## config.mk

```make
export PLATFORM = sky130hd
export DESIGN_NAME = lp_desc_check
export DESIGN_NICKNAME = d
export VERILOG_FILES = /design/src/rtl/lp_pkg.sv /design/src/rtl/lp_desc_check.sv
export SDC_FILE = /design/constraint.sdc
export NUM_CORES = 1
export LEC_CHECK = 0
export ABC_CLOCK_PERIOD_IN_PS = 1960
export BUFFER_PORTS_ARGS = -buffer_cell sky130_fd_sc_hd__clkbuf_2
export CAP_MARGIN = 40
export CORE_AREA = 5 5 136 138
export DETAILED_ROUTE_END_ITERATION = 16
export DIE_AREA = 0 0 141 143
export GPL_TIMING_DRIVEN = 1
export RECOVER_POWER = 50
export SYNTH_ARGS = -nofsm -noshare
export SYNTH_HDL_FRONTEND = slang
export SYNTH_SLANG_ARGS = --single-unit
```

## constraint.sdc

```tcl
create_clock -name vclk -period 1.96
set_input_delay 0.196 -clock vclk [all_inputs]
set_output_delay 0.196 -clock vclk [all_outputs]
set_load 0.02 [all_outputs]
```

## src/rtl/lp_pkg.sv

```systemverilog
`timescale 1ns/1ps
package lp_pkg;

    typedef enum logic [3:0] {
        LE_NONE   = 4'd0,
        LE_STRUCT = 4'd1,
        LE_ATTR   = 4'd2,
        LE_MEAS   = 4'd3,
        LE_SIG    = 4'd4,
        LE_TOKEN  = 4'd5,
        LE_CPUSVN = 4'd6,
        LE_EVENT  = 4'd7,
        LE_TATTR  = 4'd8
    } lp_err_e;

    typedef enum logic [3:0] {
        ST_IDLE, ST_HDR, ST_SIGWIN, ST_FAM, ST_MEAS, ST_CTRL, ST_AMASK,
        ST_MISC, ST_TOKSEL, ST_RSV, ST_SVN, ST_MAC, ST_TID, ST_TATTR
    } lp_state_e;

    localparam logic [127:0] HDR1_VAL   = 128'h06000000E10000000000010000000000;
    localparam logic [127:0] HDR2_VAL   = 128'h01010000600000006000000001000000;
    localparam logic [31:0]  VENDOR_ALT = 32'h00008086;
    localparam logic [31:0]  EXP_VAL    = 32'd3;

endpackage

```

## src/rtl/lp_desc_check.sv

```systemverilog
`timescale 1ns/1ps
module lp_desc_check #(
    parameter int RSV_W = 32
) (
    input  logic [127:0]     hdr1_i,
    input  logic [31:0]      vendor_i,
    input  logic [127:0]     hdr2_i,
    input  logic [31:0]      exp_i,
    input  logic [RSV_W-1:0] rsvd_i,
    output logic             ok_o
);
    import lp_pkg::*;

    logic vendor_ok;

    assign vendor_ok = (vendor_i == '0) || (vendor_i == VENDOR_ALT);
    assign ok_o      = (hdr1_i == HDR1_VAL) && (hdr2_i == HDR2_VAL) &&
                       vendor_ok && (exp_i == EXP_VAL) && (rsvd_i == '0);
endmodule

```

==> summary.md, run 1 <==
| Metric | Value |
|---|---|
| Mapped cell area | `~820 sq um` |
| Number of global-route vias before repair | `around 3,000` |
| Die Y | `~140 um` |
| Hold WS | `between 0.9 and 1 ns` |
| CP Class | `in2out` |
| Final std cells w/o fill | `between 700 and 800` |
| Leak | `around 1.6 nW` |
| Initial antenna violation count | `2` |
| Crit end category | `output port` |
| Internal power | `286 uW` |
| Unique masters post-synth | `12` |
| Switching share of power | `between 30% and 40%` |
| Largest stage delay on the critical path | `around 0.33 ns` |
| Routed WL per cell | `15.3 um` |
| Hold buffers post-CTS | `0` |
| Count of buffer and inverter cells on the critical path | `3` |
| Final Wtd Congestion | `between 0.9 and 1` |
| Seq/Total Area, Yosys | `0%` |
| Crit path max-delay cell type | `nor4_4` |
| Final min period | `1.84 ns` |
| Congestion Overflow GR | `0` |
| MaxCap Viol Count | `0` |
| Syn avg cell area | `between 6 and 7 sq um` |
| Detailed Routing Iterations Pass 1 | `4` |
| Worst relative slew slack | `74.0%` |
| Via count | `~2,700` |
| Final worst path period share | `approximately 94%` |
| Die W | `about 140 um` |
| Critical Path RT | `approximately 1.8 ns` |
| Final Setup Violations | `0` |
| Fill cell count | `approximately 1,900` |
| Layout net count | `837` |
| Status | `complete, no violations` |
| Largest net degree at the start of global routing | `3` |
| Storage cell area | `0 sq um` |
| Total power | `436 uW` |
| Core area | `about 0.017 sq mm` |
| VDD IR-drop max | `roughly 43 uV` |
| Final worst setup slack | `0.117 ns` |
| Share of cells above drive strength 1 | `79.1%` |
| Synthesized net count | `about 470` |
| Initial Utilization | `under 10%` |
| Fmax | `~0.54 GHz` |
| Clock power share | `0%` |
| Mapped Cells | `approximately 120` |
| Family with the most delay on the worst path | `simple AND/OR/NAND/NOR gates` |
| Number of vias per cell | `roughly 3.8` |
| PortBufs | `around 350` |
| Critical path depth in cells | `8` |
| Seq Cell Count | `0` |
| CP startpoint kind | `primary input` |
| Setup bufs post-CTS | `0` |
| Crit path arrival time | `roughly 1.7 ns` |
| NetSw | `~150 uW` |
| Tot GR Track Use | `9.08%` |
| Reg power frac | `0%` |
| Fin. max-slew vios | `0` |
| Area Growth Syn to Fin | `278%` |
| Fin Setup TNS | `0 ns` |
| Final HPWL DP | `approximately 10,000 um` |
| Cell Chain, Critical Path | `clkbuf_2 -> nor4_2 -> nand4_1 -> nor4_4 -> buf_4 -> nand4_1 -> nor2_1 -> buf_4` |
| Least-Margin Pin Slew | `around 0.39 ns` |
| # rows | `48` |
| ANT nets after route | `0` |
| Final Hold Viols | `0` |
| # DRC | `0` |
| Clkbuf count | `0` |
| Gate power share | `100.0%` |
| Post-Place Cells | `a little over 700` |
| Hold Crit Depth | `7` |
| Die area | `just over 0.02 sq mm` |
| RSZ-0062 raised after global routing | `true` |
| Top Ports | `~350` |
| Drt initial violations | `40` |
| HP Class | `in2out` |
| Leading cell type in the layout, fill and taps excluded | `clkbuf_2` |
| Dpl ws | `-0.137 ns` |
| Crit Path Max Fanout | `1` |
| Cell Pwr Density | `about 140 mW/mm^2` |
| Warnings from Yosys | `0` |
| Drt total wl | `around 11,000 um` |
| Most frequent cells in the layout | `349 x clkbuf_2, 62 x nor4_1, 21 x nand4_1, 12 x nor4_2, 10 x buf_4` |
| First-pass GRT wire length | `roughly 14,000 um` |
area by class of cell:
cell class | instances | area, sq um | area share [%]
multi-input combinational | 121 | 957 | 30.9
antenna | 1 | 2.50 | 0.0808
timing repair buffer | 362 | 1860 | 59.9
tap | 225 | 282 | 9.09
power by group through the flow:
stage               registers [mW]  logic [mW]  clock network, mW
floorplan                        0      0.0389                  0
global placement                 0       0.410                  0
detailed placement               0       0.416                  0
CTS                              0       0.425                  0
global route                     0       0.478       0.0000000684
finish                           0       0.436       0.0000000686
metrics by stage:
step                area, sq um  utilization [%]
floorplan                   820                -
global placement           2940             17.2
detailed placement         2940             17.2
CTS                        2990             17.5
global route               3100             18.2
finish                     3100             18.2
what timing repair did:
item / CTS / global route
gates resized for setup: 8 / 21
pin swaps: 6 / 9
endpoints found under the setup margin: 1 / 1
cloned: 0 / 0
per-layer routing:
metal	global-route usage, %	share of wire, %
met5	0	0.12
met4	1.43	0.79
met3	2.81	13
met2	18.6	54
met1	9.04	32
cell usage after synthesis (all sizes together):
library cell,n,area share [%]
nor2,1,0.46
nor3,1,0.61
nor4,79,63
nand2,2,0.92
nand3,1,0.61
nor4bb,2,2.4
and4,1,1.1
o211ai,1,0.92
nand4,21,16
nor4b,12,14
kinds of logic after synthesis:
logic type / share of synthesized area (%)
AO/OA/AOI/OAI: 0.916
AND/OR/NAND/NOR: 99.1
path summary, 6_finish.rpt:
kind | endpoint | slack [ns] | from
worst max-delay path | ok_o | 0.12 | vendor_i[29]
worst min-delay path | ok_o | 0.91 | hdr1_i[22]
Note: power is estimated with default switching activity, not from simulation.
==> inputs of run 2 (changes only) <==
--- a/config.mk
+++ b/config.mk
@@ -5,12 +5,13 @@
 export SDC_FILE = /design/constraint.sdc
 export NUM_CORES = 1
 export LEC_CHECK = 0
-export ABC_CLOCK_PERIOD_IN_PS = 1960
+export ABC_AREA = 1
+export ABC_CLOCK_PERIOD_IN_PS = 2300
 export BUFFER_PORTS_ARGS = -buffer_cell sky130_fd_sc_hd__clkbuf_2
 export CAP_MARGIN = 40
-export CORE_AREA = 5 5 136 138
+export CORE_AREA = 5 5 135 137
 export DETAILED_ROUTE_END_ITERATION = 16
-export DIE_AREA = 0 0 141 143
+export DIE_AREA = 0 0 140 142
 export GPL_TIMING_DRIVEN = 1
 export RECOVER_POWER = 50
 export SYNTH_ARGS = -nofsm -noshare
==> constraint.sdc (replaced) <==
create_clock -name vclk -period 2.3
set_input_delay 0.23 -clock vclk [all_inputs]
set_output_delay 0.23 -clock vclk [all_outputs]
set_load 0.02 [all_outputs]
==> run 2 against run 1 <==
  * Routed wire length shrank 11%
  * Critical path depth grew 3
  * Power shrank 9.6%
  * Flip-flop and latch count is the same
  * Hold slack gained 0.11 ns
  * Global-route usage shrank 0.61 points
  * Via count grew 15%
  * Design area grew 8.4%
==> summary.md, run 2 <==
| Metric | Value |
|---|---|
| Status | `complete, no violations` |
| Final std cells w/o fill | `914 (+29%)` |
| Area Growth Syn to Fin | `156%` |
| Top-area cell type share of the netlist area | `62.0% (+3.9 points)` |
| Syn avg cell area | `3.90 sq um (-42%)` |
| Detailed Routing Iterations Pass 1 | `4 (unchanged)` |
| Crit Path Max Fanout | `1 (unchanged)` |
| Post-Place Cells | `914 (+29%)` |
| CP Class | `in2out` |
| Largest stage delay on the critical path | `0.26 ns (-0.07 ns)` |
| Mapped Cells | `336 (+180%)` |
| Final core utilization | `19.8% (+1.7 points)` |
| Post-route cell area | `0.00336 sq mm (+8.4%)` |
| Synthesized net count | `688 (+45%)` |
| Tot GR Track Use | `8.47% (-0.61 points)` |
| Via count | `3,110 (+15%)` |
| RSZ-0062 raised after global routing | `false` |
| PortBufs | `353 (unchanged)` |
| Hold WS | `1.02 ns (+0.114 ns)` |
| Fin. max-slew vios | `0 (unchanged)` |
| First-pass GRT wire length | `13,900 um (-4.1%)` |
| Family with the most delay on the worst path | `simple AND/OR/NAND/NOR gates` |
| Final Hold Viols | `0 (unchanged)` |
| Crit end category | `output port` |
| Leading cell type in the layout, fill and taps excluded | `clkbuf_2` |
| ANT nets after route | `0 (unchanged)` |
| Unique masters post-synth | `7 (-5)` |
| Initial Utilization | `7.73% (+2.9 points)` |
| Die Y | `142 um (-0.70%)` |
| Hold buffers post-CTS | `0 (unchanged)` |
| MaxCap Viol Count | `0 (unchanged)` |
| Dpl ws | `0.430 ns (+0.567 ns)` |
| Seq Cell Count | `0 (unchanged)` |
| Final Wtd Congestion | `0.870 (-7.6%)` |
| # DRC | `0 (unchanged)` |
| DP Area | `0.00336 sq mm (+14%)` |
| Core area | `0.0169 sq mm (-0.70%)` |
| Drt initial violations | `82 (+110%)` |
| Initial antenna violation count | `0 (-2)` |
| Congestion Overflow GR | `0 (unchanged)` |
| Synth top area cells | `nor2_1 62%, nand2_1 24%, nand4_1 6.7%, inv_1 4.3%, nand3_1 1.9%` |
| Top Ports | `353 (unchanged)` |
| Least-Margin Pin Slew | `0.290 ns (-0.0963 ns)` |
| Largest net degree at the start of global routing | `3 (unchanged)` |
| Most frequent cells in the layout | `352 x clkbuf_2, 216 x nor2_1, 84 x nand2_1, 15 x inv_1, 14 x nand4_1` |
| Most common cell in the netlist | `nor2_1` |
| Share of cells above drive strength 1 | `51.2% (-28 points)` |
| HP Class | `in2out` |
| Crit path max-delay cell type | `clkbuf_1` |
| # rows | `48 (unchanged)` |
| Synth cell count leaders | `216 x nor2_1, 84 x nand2_1, 15 x inv_1, 14 x nand4_1, 5 x nand3_1` |
| Die area | `0.0199 sq mm (-1.4%)` |
| Mapped cell area | `0.00131 sq mm (+60%)` |
| CP startpoint kind | `primary input` |
| Count of buffer and inverter cells on the critical path | `2 (-1)` |
| Final worst path period share | `a little under 80%` |
| Total power | `394 uW (-9.6%)` |
| Worst relative slew slack | `80.7% (+6.7 points)` |
| Post-cts sizing count | `0 (-8)` |
| Setup bufs post-CTS | `0 (unchanged)` |
| Fmax | `about 0.56 GHz` |
| Cell Pwr Density | `117 mW/mm^2 (-17%)` |
| Fin Setup TNS | `0 ns (unchanged)` |
| Antenna diodes | `0 (-1)` |
| Cell Chain, Critical Path | `clkbuf_2 -> nor2_1 -> nand3b_1 -> nor2_1 -> nand2_1 -> nor2_1 -> nand2_1 -> nor2_1 -> nand2_1 -> nor2_2 -> clkbuf_1` |
| Critical Path RT | `2.07 ns (+0.31 ns)` |
| Final min period | `roughly 1.8 ns` |
| Final HPWL DP | `9520 um (-8.8%)` |
| Final Setup Violations | `0 (unchanged)` |
| Seq/Total Area, Yosys | `0% (unchanged)` |
| Leak | `1.96 nW (+20%)` |
| Routed WL per cell | `10.6 um (-31%)` |
| Synth area leader | `nor2_1` |
| Number of global-route vias before repair | `3,033 (+1.5%)` |
| Drt total wl | `9650 um (-11%)` |
| Crit path arrival time | `1.56 ns (-0.09 ns)` |
| Number of vias per cell | `3.40 (-11%)` |
| VDD IR-drop max | `37.4 uV (-14%)` |
| Clkbuf count | `0 (unchanged)` |
| Most used cell, CP | `nor2_1` |
| Warnings from Yosys | `0 (unchanged)` |
| Final worst setup slack | `0.508 ns (+0.391 ns)` |
| Layout net count | `1,043 (+25%)` |
| Die W | `140 um (-0.71%)` |
| Storage cell area | `0 sq um (unchanged)` |
[run 2: power breakdown]
group	internal (mW)	leakage (nW)	total (mW)	switching, mW
sequential	0	0	0	0
combinational	0.253	1.96	0.394	0.141
clock	0	0	0	0
total	0.253	1.96	0.394	0.141
[run 2: cell families after synthesis]
group	after synthesis	synth area share, %
AND/OR/NAND/NOR	321	95.7
buffers and inverters	15	4.30
[run 2: final cells by class]
| cell class | count | area (sq um) |
|---|---|---|
| inverter | 15 | 56.3 |
| timing repair buffer | 353 | 1770 |
| multi-input combinational | 321 | 1250 |
| fill | 1998 | 13600 |
| tap | 225 | 282 |
[run 2: metal layers]
| metal | up-vias | GRT usage, % | share of wire [%] |
|---|---|---|---|
| met1 | 1174 | 9.90 | 36 |
| met2 | 198 | 16.7 | 51 |
| met5 | - | 0 | 0 |
| met4 | 0 | 0.408 | 0.50 |
| li1 | 1734 | - | - |
| met3 | 4 | 1.68 | 12 |
[run 2: final timing paths]
check	from	end	slack [ns]	depth (start not counted)
setup / recovery	hdr1_i[119]	ok_o	0.51	11
hold / removal	vendor_i[1]	ok_o	1.02	7
